File: config.mk
export PLATFORM = sky130hd
export DESIGN_NAME = prio_intc
export DESIGN_NICKNAME = d
export VERILOG_FILES = /design/src/rtl/prio_intc_pkg.sv /design/src/rtl/intc_cfg_regs.sv /design/src/rtl/intc_req_map.sv /design/src/rtl/intc_nest_ctrl.sv /design/src/rtl/prio_intc.sv
export SDC_FILE = /design/constraint.sdc
export NUM_CORES = 1
export LEC_CHECK = 0
export BUFFER_PORTS_ARGS = -buffer_cell sky130_fd_sc_hd__buf_2
export CAP_MARGIN = 15
export CORE_ASPECT_RATIO = 0.5
export CORE_MARGIN = 5
export CORE_UTILIZATION = 30
export CTS_CLUSTER_SIZE = 16
export DETAILED_ROUTE_END_ITERATION = 8
export PLACE_DENSITY = 0.53
export SYNTH_ARGS = -nofsm -noshare
export SYNTH_HDL_FRONTEND = slang
export SYNTH_SLANG_ARGS = --single-unit
export TNS_END_PERCENT = 20
File: constraint.sdc
create_clock -name clk -period 7.5 [get_ports clk]
set_input_delay 1.5 -clock clk [delete_from_list [all_inputs] [get_ports clk]]
set_output_delay 1.5 -clock clk [all_outputs]
set_load 0.05 [all_outputs]
File: src/rtl/prio_intc_pkg.sv
package prio_intc_pkg;
  localparam int CODE_W   = 3;
  localparam int NUM_SLOT = 5;
  localparam int NUM_PER  = 5;
  localparam int LVL_W    = 3;
endpackage

File: src/rtl/intc_cfg_regs.sv
module intc_cfg_regs #(
  parameter int CW    = 3,
  parameter int NSLOT = 5
) (
  input  logic                  clk,
  input  logic                  rst,
  input  logic                  we,
  input  logic                  sel,
  input  logic [7:0]            wdata,
  output logic [NSLOT*CW-1:0]   field
);
  localparam int FW = NSLOT * CW;
  localparam int HW = FW - 8;

  function automatic logic [FW-1:0] default_map();
    logic [FW-1:0] v;
    v = '0;
    for (int k = 0; k < NSLOT; k++) v[k*CW +: CW] = CW'(k);
    return v;
  endfunction

  localparam logic [FW-1:0] RST_MAP = default_map();

  logic [7:0]    lo_q;
  logic [HW-1:0] hi_q;

  always_ff @(posedge clk) begin
    if (rst) begin
      lo_q <= RST_MAP[7:0];
      hi_q <= RST_MAP[FW-1:8];
    end else if (we) begin
      if (sel) hi_q <= wdata[HW-1:0];
      else     lo_q <= wdata;
    end
  end

  assign field = {hi_q, lo_q};

  assert_hi_write_R2: assert property (@(posedge clk) disable iff (rst)
    (we && sel) |=> (field[FW-1:8] == $past(wdata[HW-1:0])));
  assert_lo_keep_R2: assert property (@(posedge clk) disable iff (rst)
    (we && sel) |=> $stable(field[7:0]));
endmodule

File: src/rtl/intc_req_map.sv
module intc_req_map #(
  parameter int CW    = 3,
  parameter int NSLOT = 5,
  parameter int NPER  = 5
) (
  input  logic                       clk,
  input  logic                       rst,
  input  logic                       ext_req,
  input  logic [NPER-1:0]            per_req,
  input  logic [NSLOT*CW-1:0]        field,
  input  logic                       clr_ext,
  input  logic [NPER-1:0]            clr_per,
  output logic [NSLOT:0]             lvl_req,
  output logic [NSLOT:0][CW-1:0]     lvl_code
);
  logic [NPER-1:0] pend_q, eff_pend;
  logic            ext_q, eff_ext;
  logic [CW-1:0]   code, other;
  logic            dup, hit;

  always_comb begin
    eff_pend    = pend_q | per_req;
    eff_ext     = ext_q | ext_req;
    lvl_req     = '0;
    lvl_code    = '0;
    code        = '0;
    other       = '0;
    dup         = 1'b0;
    hit         = 1'b0;
    lvl_req[0]  = eff_ext;
    lvl_code[0] = '1;
    for (int k = 1; k <= NSLOT; k++) begin
      code = field[(k-1)*CW +: CW];
      dup  = 1'b0;
      for (int j = 1; j < k; j++) begin
        other = field[(j-1)*CW +: CW];
        if (other == code) dup = 1'b1;
      end
      hit = 1'b0;
      for (int p = 0; p < NPER; p++)
        if (code == CW'(p) && eff_pend[p]) hit = 1'b1;
      lvl_code[k] = code;
      lvl_req[k]  = hit && !dup;
    end
  end

  always_ff @(posedge clk) begin
    if (rst) begin
      pend_q <= '0;
      ext_q  <= 1'b0;
    end else begin
      pend_q <= eff_pend & ~clr_per;
      ext_q  <= eff_ext & ~clr_ext;
    end
  end

  generate
    for (genvar p = 0; p < NPER; p++) begin : g_pend_chk
      assert_pend_hold_R8: assert property (@(posedge clk) disable iff (rst)
        (per_req[p] && !clr_per[p]) |=> pend_q[p]);
    end
    for (genvar k = 1; k <= NSLOT; k++) begin : g_slot_chk
      assert_unused_silent_R10: assert property (@(posedge clk) disable iff (rst)
        lvl_req[k] |-> (int'(lvl_code[k]) < NPER));
      for (genvar j = 1; j < k; j++) begin : g_pair
        assert_dup_single_R9: assert property (@(posedge clk) disable iff (rst)
          (lvl_req[k] && lvl_req[j]) |-> (lvl_code[k] != lvl_code[j]));
      end
    end
  endgenerate
endmodule

File: src/rtl/intc_nest_ctrl.sv
module intc_nest_ctrl #(
  parameter int CW    = 3,
  parameter int NSLOT = 5,
  parameter int NPER  = 5,
  parameter int LW    = 3
) (
  input  logic                    clk,
  input  logic                    rst,
  input  logic [NSLOT:0]          lvl_req,
  input  logic [NSLOT:0][CW-1:0]  lvl_code,
  input  logic                    reti_i,
  output logic                    clr_ext,
  output logic [NPER-1:0]         clr_per,
  output logic                    take_o,
  output logic [LW-1:0]           take_lvl_o,
  output logic [CW-1:0]           take_code_o,
  output logic [LW-1:0]           cur_lvl_o
);
  localparam logic [LW-1:0] MAIN_LVL = LW'(NSLOT + 1);

  logic [NSLOT:0]  isr_q, isr_d, win_oh;
  logic [LW-1:0]   win, cur_d;
  logic [CW-1:0]   win_code;
  logic            grant;

  always_comb begin
    win      = MAIN_LVL;
    win_code = '0;
    for (int i = NSLOT; i >= 0; i--) begin
      if (lvl_req[i]) begin
        win      = LW'(i);
        win_code = lvl_code[i];
      end
    end
    grant  = !reti_i && (|lvl_req) && (win < cur_lvl_o);
    win_oh = '0;
    for (int i = 0; i <= NSLOT; i++)
      if (win == LW'(i)) win_oh[i] = 1'b1;
    if (reti_i)     isr_d = isr_q & (isr_q - 1'b1);
    else if (grant) isr_d = isr_q | win_oh;
    else            isr_d = isr_q;
    cur_d = MAIN_LVL;
    for (int i = NSLOT; i >= 0; i--)
      if (isr_d[i]) cur_d = LW'(i);
    clr_ext = grant && (win == '0);
    for (int p = 0; p < NPER; p++)
      clr_per[p] = grant && (win != '0) && (win_code == CW'(p));
  end

  always_ff @(posedge clk) begin
    if (rst) begin
      isr_q       <= '0;
      cur_lvl_o   <= MAIN_LVL;
      take_o      <= 1'b0;
      take_lvl_o  <= '0;
      take_code_o <= '0;
    end else begin
      isr_q     <= isr_d;
      cur_lvl_o <= cur_d;
      take_o    <= grant;
      if (grant) begin
        take_lvl_o  <= win;
        take_code_o <= win_code;
      end
    end
  end

  assert_take_preempts_R5: assert property (@(posedge clk) disable iff (rst)
    take_o |-> (take_lvl_o < $past(cur_lvl_o)));
  assert_take_current_R5: assert property (@(posedge clk) disable iff (rst)
    take_o |-> (cur_lvl_o == take_lvl_o));
  assert_no_take_on_reti_R7: assert property (@(posedge clk) disable iff (rst)
    reti_i |=> !take_o);
  assert_reti_unwinds_R7: assert property (@(posedge clk) disable iff (rst)
    reti_i |=> (cur_lvl_o >= $past(cur_lvl_o)));
  assert_level_moves_R6: assert property (@(posedge clk) disable iff (rst)
    (!reti_i && !grant) |=> $stable(cur_lvl_o));
  assert_idle_reti_R12: assert property (@(posedge clk) disable iff (rst)
    (reti_i && cur_lvl_o == MAIN_LVL) |=> (cur_lvl_o == MAIN_LVL));
  assert_one_clear_R3: assert property (@(posedge clk) disable iff (rst)
    $onehot0({clr_ext, clr_per}));
endmodule

File: src/rtl/prio_intc.sv
module prio_intc
  import prio_intc_pkg::*;
#(
  parameter int CW    = CODE_W,
  parameter int NSLOT = NUM_SLOT,
  parameter int NPER  = NUM_PER,
  parameter int LW    = LVL_W
) (
  input  logic            clk,
  input  logic            rst,
  input  logic            cfg_we,
  input  logic            cfg_sel,
  input  logic [7:0]      cfg_wdata,
  input  logic            ext_req,
  input  logic [NPER-1:0] per_req,
  input  logic            reti,
  output logic [LW-1:0]   cur_level,
  output logic            take,
  output logic [LW-1:0]   take_level,
  output logic [CW-1:0]   take_code
);
  localparam int FW = NSLOT * CW;

  logic [FW-1:0]               field;
  logic [NSLOT:0]              lvl_req;
  logic [NSLOT:0][CW-1:0]      lvl_code;
  logic                        clr_ext;
  logic [NPER-1:0]             clr_per;

  intc_cfg_regs #(.CW(CW), .NSLOT(NSLOT)) u_cfg (
    .clk(clk), .rst(rst), .we(cfg_we), .sel(cfg_sel), .wdata(cfg_wdata),
    .field(field)
  );

  intc_req_map #(.CW(CW), .NSLOT(NSLOT), .NPER(NPER)) u_map (
    .clk(clk), .rst(rst), .ext_req(ext_req), .per_req(per_req),
    .field(field), .clr_ext(clr_ext), .clr_per(clr_per),
    .lvl_req(lvl_req), .lvl_code(lvl_code)
  );

  intc_nest_ctrl #(.CW(CW), .NSLOT(NSLOT), .NPER(NPER), .LW(LW)) u_nest (
    .clk(clk), .rst(rst), .lvl_req(lvl_req), .lvl_code(lvl_code),
    .reti_i(reti), .clr_ext(clr_ext), .clr_per(clr_per),
    .take_o(take), .take_lvl_o(take_level), .take_code_o(take_code),
    .cur_lvl_o(cur_level)
  );
endmodule

Word level (Yosys, flattened, before mapping)
Cells that the tools add are included.
- add/subtract/negate cells: 1
- $lt $le $gt $ge: 1
- eq/ne operators: 39
- multiplexer cells: 61
- bitwise operators: 9
- reduce and logical (&&, ||, !) cells: 55
- operators by type and width (cell ; count):
    == test 3 x 2 -> 1 bit, second input constant ; 14
    2-to-1 mux 3 bit ; 14
    2-to-1 mux 1 bit ; 41
    logical AND 1 bit ; 38
    == test 3 bit ; 10
    == test 3 bit, second input constant ; 8
    == test 3 x 1 -> 1 bit, second input constant ; 7
    logical NOT 3 bit ; 7
    2-to-1 mux 6 bit ; 2
    2-to-1 mux 2 bit ; 4
    bitwise AND 6 bit ; 1
    OR 6 bit ; 1
    OR reduction 6 bit ; 1
    subtractor 6 x 1 -> 6 bit, second input constant ; 1
    bitwise AND 5 bit ; 1
    logical NOT 1 bit ; 5
    inverter 5 bit ; 1
    OR 5 bit ; 1
    AND reduction 2 bit ; 2
    less-than comparator 3 bit ; 1
    nonzero test 3 bit ; 1
    inverter 1 bit ; 2
    OR reduction 2 bit ; 1
    bitwise AND 1 bit ; 1
    OR 1 bit ; 1
- bits in registers: 37
- input port bits: 19

Depth between registers and ports, before layout
Gate-level depths: netlist (run 1).
- word-level depth: 25
- mapped depth: 17
- gate-level depth less buffers: 15

Modules after synthesis
Synthesis (run 1) repeated with hierarchy kept, for this count alone.
- cells, all modules: 321
- area total of the unflattened synthesis: 2728.9 µm²
- by module, submodules not included (module ; instances ; cells each ; area an instance (µm²) ; sequential area each (µm²)):
    intc_nest_ctrl ; 1 ; 126 ; 1058.5 ; 320.3
    intc_req_map ; 1 ; 132 ; 1018.5 ; 120.1
    intc_cfg_regs ; 1 ; 63 ; 651.9 ; 300.3

Worst setup path before layout (run 1)
Ideal clock, no wire load.
- path type: input -> register
- start: input per_req[3]
- end: register u_nest.take_lvl_o[1]
- setup time: 0.128 ns
- data arrival time: 4.148 ns
- data required time: 7.372 ns
- setup slack: 3.224 ns
- cell stages on the path: 14
- cell sequence: or2_1 -> mux4_2 -> o211a_4 -> a21oi_4 -> a21oi_1 -> ha_1 -> nor2b_1 -> o21ai_0 -> nand2_1 -> a21oi_2 -> o21a_4 -> buf_6 -> mux2i_1 -> nor2_1
- cells in the longest elaborated chain, start to end: 13
- ends and longest elaborated chain (item ; RTL line ; text):
    start: declaration ; prio_intc.sv:15 ; input logic [NPER-1:0] per_req,
    OR 5 bit * ; intc_req_map.sv:22 ; eff_pend = pend_q | per_req;
    logical AND 1 bit ; intc_req_map.sv:41 ; if (code == CW'(p) && eff_pend[p]) hit = 1'b1;
    2-to-1 mux 1 bit (2 in series) ; intc_req_map.sv:41 ;
    logical AND 1 bit ; intc_req_map.sv:43 ; lvl_req[k] = hit && !dup;
    2-to-1 mux 2 bit (2 in series) ; intc_nest_ctrl.sv:30 ; if (lvl_req[i]) begin
    2-to-1 mux 3 bit (2 in series) ; intc_nest_ctrl.sv:30 ;
    2-to-1 mux 3 bit * (2 in series) ; intc_nest_ctrl.sv:30 ;
    via u_nest.win[1] ; intc_nest_ctrl.sv:22 ; logic [LW-1:0] win, cur_d;
    less-than comparator 3 bit ; intc_nest_ctrl.sv:35 ; grant = !reti_i && (|lvl_req) && (win < cur_lvl_o);
    logical AND 1 bit ; intc_nest_ctrl.sv:35 ;
    end signal: assignment ; intc_nest_ctrl.sv:62 ; take_lvl_o <= win;
    end: declaration ; intc_nest_ctrl.sv:15 ; output logic [LW-1:0] take_lvl_o,
Mark *: on every way through the listed nets, which the timed path passes. The rest lies on a longest branch.
A chain may end at the register's enable or synchronous reset.

Worst setup path in the final report (run 1)
- start: input per_req[4]
- end: register u_nest.isr_q[5]
- cells in the longest elaborated chain, start to end: 15
- ends and longest elaborated chain (item ; RTL line ; text):
    OR 5 bit * ; intc_req_map.sv:22 ;
    logical AND 1 bit ; intc_req_map.sv:41 ;
    2-to-1 mux 1 bit ; intc_req_map.sv:41 ;
    logical AND 1 bit ; intc_req_map.sv:43 ;
    2-to-1 mux 2 bit (2 in series) ; intc_nest_ctrl.sv:30 ;
    2-to-1 mux 3 bit (2 in series) ; intc_nest_ctrl.sv:30 ;
    2-to-1 mux 3 bit * (2 in series) ; intc_nest_ctrl.sv:30 ;
    via u_nest.win[1] ; intc_nest_ctrl.sv:22 ;
    == test 3 bit ; intc_nest_ctrl.sv:38 ; if (win == LW'(i)) win_oh[i] = 1'b1;
    2-to-1 mux 1 bit ; intc_nest_ctrl.sv:38 ;
    OR 6 bit ; intc_nest_ctrl.sv:40 ; else if (grant) isr_d = isr_q | win_oh;
    2-to-1 mux 6 bit * ; intc_nest_ctrl.sv:40 ;
    2-to-1 mux 6 bit * ; intc_nest_ctrl.sv:39 ; if (reti_i) isr_d = isr_q & (isr_q - 1'b1);
    end signal: assignment ; intc_nest_ctrl.sv:58 ; isr_q <= isr_d;
    end: declaration ; intc_nest_ctrl.sv:21 ; logic [NSLOT:0] isr_q, isr_d, win_oh;
Marked as above.

==> flow_summary_export.csv, run 1 <==
group,metric,value,unit
finish,fillCellCount,810,
worst_setup_path,cp.required,7710,ps
finish,diodes,0,
status,status,"complete, no violations",
sta,fin_crit,4577,ps
worst_setup_path,reg2reg_slack,3810,ps
worst_setup_path,worstSetupStartpoint,"per_req[4]",
min_path,hold_end,"u_nest.take_lvl_o[2]$_SDFFE_PP0N_",
synthesis,ys.flop_type,"dfxtp_1",
synthesis,synthTopCellsByArea,"dfxtp_1 (30%), nand2_1 (5.4%), xnor2_1 (4.5%)",
placement,dp_cells,424,
min_path,hold_path.class,"reg2reg",
synthesis,yosysMostFrequentCell,"dfxtp_1",
clock_tree,cts-resized-gates,0,
worst_setup_path,cp-start-kind,"primary input",
synthesis,ys_async_sr_fraction,0,
routing,met3_wirelength,294,um
clock_tree,cts_inserted_buffers,5,
sta,worst_slew_pin_slew,581.6,ps
worst_setup_path,critPathCaptureType,"flop",
synthesis,netlist_top_cells_count,"dfxtp_1 (37), nand2_1 (36), nor2_1 (30), a21oi_1 (20), nand3_1 (17)",
routing,viasPerCell,5.259,
grt,grt_pass1_vias,2205,
synthesis,yosys.area.top_type,"dfxtp_1",
routing,first_pass_iters,4,
grt,antenna_found_initial,0,
floorplanning,core_area,8087,um2
routing,route.vias.total,2272,
synthesis,syn_area,2509,um2
sta,max_slew_margin,0.6123,
sta,timing.hold.ws,469.9,ps
placement,place.gp.congestion,0.8637,
routing,drtIter0Drc,165,
synthesis,synth_nets,327,
sta,fin_tns_setup,0,ps
synthesis,syn_area_per_cell,8.198,um2
worst_setup_path,reg2reg_to,"u_nest.isr_q[5]$_SDFF_PP0_",
grt,grt_usage,0.1322,
routing,drt-total-wl,6628,um
sta,fin_crit_sh,0.6102,
worst_setup_path,critPathKind,"in2reg",
min_path,min_from,"u_nest.take_lvl_o[2]$_SDFFE_PP0N_",
power_and_ir_drop,irDropWorstVdd,0.00009933,V
finish,final-seq-area,740.7,um2
finish,final_layout_size_suffix_gt1_frac,0.1969,
synthesis,ys.warnings.count,0,
clock_tree,clk_pin_slew,50,ps
finish,finish.utilization,0.3467,
finish,layoutNonFillerInstCount,432,
clock_tree,clock_sinks,37,
routing,wl_met2,3062,um
clock_tree,cts_tree,"yes",
placement,port_buffers,28,
routing,wirelength_met1,3172,um
placement,hpwl,5003,um
floorplanning,io_pins,29,
floorplanning,die_y,74.66,um
sta,rsz0062_at_grt,"false",
sta,fmax,0.2185,GHz
sta,finalSetupViolCount,0,
synthesis,synth-edff-count,0,
synthesis,synthCells,306,
clock_tree,postCtsHoldBufs,0,
grt,grt_start_max_net_pins,30,
power_and_ir_drop,p_leak,1.080,nW
synthesis,ys_seq_elements,37,
clock_tree,cts.htree.levels,2,
synthesis,synthDistinctLibCells,66,
worst_setup_path,arrival,4780,ps
synthesis,synth_top_cell_area_share,0.2953,
finish,multi_input_area,1568,um2
clock_tree,insertion_delay,280,ps
floorplanning,initial_core_util,0.3102,
floorplanning,die_x,139.3,um
run,drv_cap,0,
routing,topRoutingLayerUsed,"met4",
clock_tree,postCtsSetupBuffers,0,
synthesis,synth-seq-area-share,0.2953,
finish,final_cell_area,2804,um2
sta,hold_violations,0,
sta,fin_skew,2.506,ps
worst_setup_path,rr_worst_depth,15,
worst_setup_path,regToRegStartpoint,"u_cfg.hi_q[2]$_SDFFE_PP1P_",
clock_tree,clk_path_buf_depth,2,
power_and_ir_drop,p_per_area,228.9,nW/um2
grt,grt_overflow,0,
finish,syn_to_final_growth,11.77,%
clock_tree,cts_root_buf,"clkbuf_16",
floorplanning,row_count,23,
routing,wl_per_cell,15.34,um
routing,ant_nets,0,
worst_setup_path,crit_fanout,6,
floorplanning,die_area,10400,um2
grt,grt_pass1_wl,11060,um
placement,dpl_cell_area,2631,um2
sta,slew_violations,0,
routing,drc_errors,0,
min_path,hold-path-cell-count,2,
finish,final_nets,340,
[critical path: stages]
cell and delay [ps]:
buf_2 100, nor2_1 390, nor2_1 80, a211oi_1 390, a311oi_4 90, nor2_1 360
inv_1 80, a21oi_1 170, ha_1 260, nor2b_1 130, o21ai_0 260, nand2_1 160
a21oi_2 170, o21ai_1 150, or3_1 350, a21oi_1 150
[registers in the layout, indices dropped and copies added, names as in the netlist]
register,count
u_map.pend_q,5
u_nest.take_o,1
u_nest.take_lvl_o,3
u_nest.take_code_o,3
u_nest.isr_q,6
u_cfg.lo_q,8
u_nest.cur_lvl_o,3
u_map.ext_q,1
u_cfg.hi_q,7
[final cells by class]
type                    instances  area share
clock buffers                   7     0.05087
clock inverters                 1     0.01071
inverters                      10     0.01517
multi-input cells             237      0.5591
flip-flops and latches         37      0.2642
well taps                     112     0.04998
repair buffers                 28     0.04998
[power breakdown]
group	internal, mW	total (mW)	switching, mW
clock	0.166	0.242	0.0763
sequential	0.211	0.232	0.0213
combinational	0.0627	0.167	0.105
[kinds of logic after synthesis]
family | count (synthesis) | synth area share
AND/OR/NAND/NOR | 129 | 0.2549
XOR/XNOR | 26 | 0.09077
multiplexers | 4 | 0.03092
adder cells (fa/ha/maj) | 4 | 0.01795
AO/OA/AOI/OAI | 74 | 0.2304
buffers and inverters | 32 | 0.07980
flip-flops | 37 | 0.2953
[how the worst max path moves through the flow]
stage                                                    to  slack (ps)  depth (start not counted)
after floorplan           u_nest.take_lvl_o[1]$_SDFFE_PP0N_        3220                         14
after global routing             u_nest.isr_q[5]$_SDFF_PP0_        2640                         16
final                            u_nest.isr_q[5]$_SDFF_PP0_        2920                         16
after global placement       u_nest.cur_lvl_o[1]$_SDFF_PP1_        2790                         16
after detailed placement         u_nest.isr_q[5]$_SDFF_PP0_        2740                         16
after CTS                        u_nest.isr_q[5]$_SDFF_PP0_        3010                         16
[layout by cell type, fill, tap and decap left out, types with 5 or more instances in the layout]
cell type  instances
clkbuf_16          5
nand3_1           17
nor2_1            30
o21ai_0            7
xor2_1            13
xnor2_1           13
buf_2             28
nor3_1            11
a211oi_1           7
dfxtp_1           37
or3_1              5
nand2_1           36
a21oi_1           20
inv_1              8
[layer usage]
metal  vias up  track usage
met1      1087       0.1748
met2        65       0.2209
met3        11      0.02538
met4         0      0.04772
li1       1109            -
met5         -            0
[per-stage QoR]
stage	power (mW)	worst slack [ps]
after floorplan	0.3669	3224
after global placement	0.3994	2790
after detailed placement	0.4019	2739
after CTS	0.6460	3006
after global routing	0.6751	2641
final	0.6418	2923
(Power assumes the default switching activity.)
==> run 2: changes to the inputs <==
==> constraint.sdc (replaced) <==
create_clock -name clk -period 4.54 [get_ports clk]
set_input_delay 0.908 -clock clk [delete_from_list [all_inputs] [get_ports clk]]
set_output_delay 0.908 -clock clk [all_outputs]
set_load 0.05 [all_outputs]
==> run 2 against run 1 <==
Net effect:
- hold slack better by 26 ps
- sequential share of layout area rose by 0.12 points
- critical path depth unchanged
- largest power group is now registers
==> flow_summary_export.csv, run 2 (synthesized netlist as in run 1, its figures left out) <==
group,metric,value,unit
finish,reg_top3,"u_cfg.lo_q x8, u_cfg.hi_q x7, u_nest.isr_q x6",
grt,grt_pass1_wl,11270,um
clock_tree,cts_inserted_buffers,5,
floorplanning,row_count,23,
sta,worst_slew_pin_slew,599.5,ps
power_and_ir_drop,p_leak,1.078,nW
clock_tree,postCtsHoldBufs,0,
finish,syn_to_final_growth,11.27,%
clock_tree,insertion_delay,280,ps
worst_setup_path,crit_buf_inv,2,
worst_setup_path,cp.required,4690,ps
sta,fin_crit_sh,0.8499,
worst_setup_path,worst_path_max_delay_cell,"a211oi_1",
worst_setup_path,cp_top_family,"compound AO/OA/AOI/OAI gates",
clock_tree,cts-resized-gates,0,
sta,fmax,0.2592,GHz
placement,place.gp.congestion,0.8578,
floorplanning,die_x,139.3,um
grt,grt_pass1_vias,2289,
clock_tree,clk_path_buf_depth,2,
worst_setup_path,critPathCaptureType,"flop",
finish,final_cell_mix,"dfxtp_1 (37), nand2_1 (36), nor2_1 (30), buf_2 (28), a21oi_1 (20)",
worst_setup_path,cp_cell_sequence,"buf_2 > nor2_1 > a211oi_1 > a211oi_1 > a311oi_4 > nor2_1 > inv_1 > a21oi_1 > ha_1 > nor2b_1 > o21ai_0 > nand2_1 > nor3_2 > o21ai_1 > a221oi_1 > o31ai_1",
finish,final_nets,341,
floorplanning,die_area,10400,um2
sta,max_slew_margin,0.5998,
finish,diodes,0,
clock_tree,clk_pin_slew,60,ps
worst_setup_path,reg2reg_slack,810,ps
power_and_ir_drop,irDropWorstVdd,0.0001440,V
finish,largest-register,"u_cfg.lo_q",
worst_setup_path,crit_fanout,5,
grt,grt_overflow,0,
floorplanning,core_area,8087,um2
routing,drtIter0Drc,104,
routing,first_pass_iters,4,
sta,hold_violations,0,
worst_setup_path,slowest_delay,390,ps
sta,fin_tns_setup,0,ps
worst_setup_path,cp-start-kind,"primary input",
sta,fin_crit,3859,ps
status,status,"complete, no violations",
floorplanning,initial_core_util,0.3102,
routing,wl_per_cell,15.45,um
routing,drt-total-wl,6688,um
finish,final_layout_size_suffix_gt1_frac,0.2025,
routing,ant_nets,0,
clock_tree,postCtsSetupBuffers,0,
floorplanning,die_y,74.66,um
sta,slew_violations,0,
clock_tree,cts_root_buf,"clkbuf_16",
floorplanning,io_pins,29,
min_path,hold_path.class,"reg2reg",
sta,rsz0062_at_grt,"false",
run,drv_cap,0,
power_and_ir_drop,p_per_area,362.7,nW/um2
grt,grt_usage,0.1331,
sta,finalSetupViolCount,0,
worst_setup_path,arrival,4010,ps
placement,hpwl,5133,um
clock_tree,cts.htree.levels,2,
routing,drc_errors,0,
sta,fin_skew,5.489,ps
worst_setup_path,critPathKind,"in2reg",
routing,viasPerCell,5.189,
clock_tree,cts_tree,"yes",
routing,route.vias.total,2247,
placement,port_buffers,28,
finish,final_common_cell,"dfxtp_1",
sta,timing.hold.ws,495.6,ps
finish,largest_reg_flops,8,
grt,grt_start_max_net_pins,30,
grt,antenna_found_initial,0,
clock_tree,clock_sinks,37,
-- run 2: worst paths after layout --
path	cells past startpoint	to	startpoint
setup reg to reg	15	u_nest.cur_lvl_o[1]$_SDFF_PP1_	u_cfg.hi_q[2]$_SDFFE_PP1P_
hold / removal	2	u_nest.take_lvl_o[0]$_SDFFE_PP0N_	u_nest.take_lvl_o[0]$_SDFFE_PP0N_
hold reg to reg	2	u_nest.take_lvl_o[0]$_SDFFE_PP0N_	u_nest.take_lvl_o[0]$_SDFFE_PP0N_
setup / recovery	16	u_nest.cur_lvl_o[1]$_SDFF_PP1_	per_req[2]
-- run 2: routing by layer --
metal / GRT usage / wire (um) / vias up
li1: - / - / 1112
met1: 0.1746 / 3178 / 1084
met2: 0.2299 / 3171 / 44
met3: 0.02538 / 289 / 7
met4: 0.03688 / 48 / 0
met5: 0 / 0 / -
-- run 2: tightest hold or removal path: cells and delay by family (launching register included) --
kind	cells	cell delay, ps
DFF	1	310
and+or+nand+nor	1	90
AOI/OAI and AO/OA	1	50
-- run 2: final cells by class --
class,instances,area [um2]
Multi-Input combinational cell,237,1568
Inverter,10,42.54
Timing Repair Buffer,29,147.6
Fill cell,810,5295
Clock inverter,2,13.76
Clock buffer,6,138.9
Tap cell,112,140.1
Sequential cell,37,740.7
-- run 2: report_power, final --
part	leakage (nW)	total, mW	switching (mW)	internal [mW]
Clock	0.0768	0.353	0.134	0.218
Combinational	0.696	0.277	0.173	0.104
Sequential	0.304	0.383	0.0343	0.348
-- run 2: metrics by stage --
step | worst slack (ps) | power [mW] | instances | cell area, um2 | utilization
6_report | 681.2 | 1.013 | 433 | 2791 | 0.3452
3_5_place_dp | 465.1 | 0.6651 | 425 | 2639 | 0.3263
3_3_place_gp | 490.4 | 0.6598 | 425 | 2639 | 0.3263
2_1_floorplan | 855.9 | 0.6061 | 306 | 2509 | -
5_1_grt | 286.1 | 1.060 | 433 | 2791 | 0.3452
4_1_cts | 740.0 | 1.015 | 433 | 2791 | 0.3452
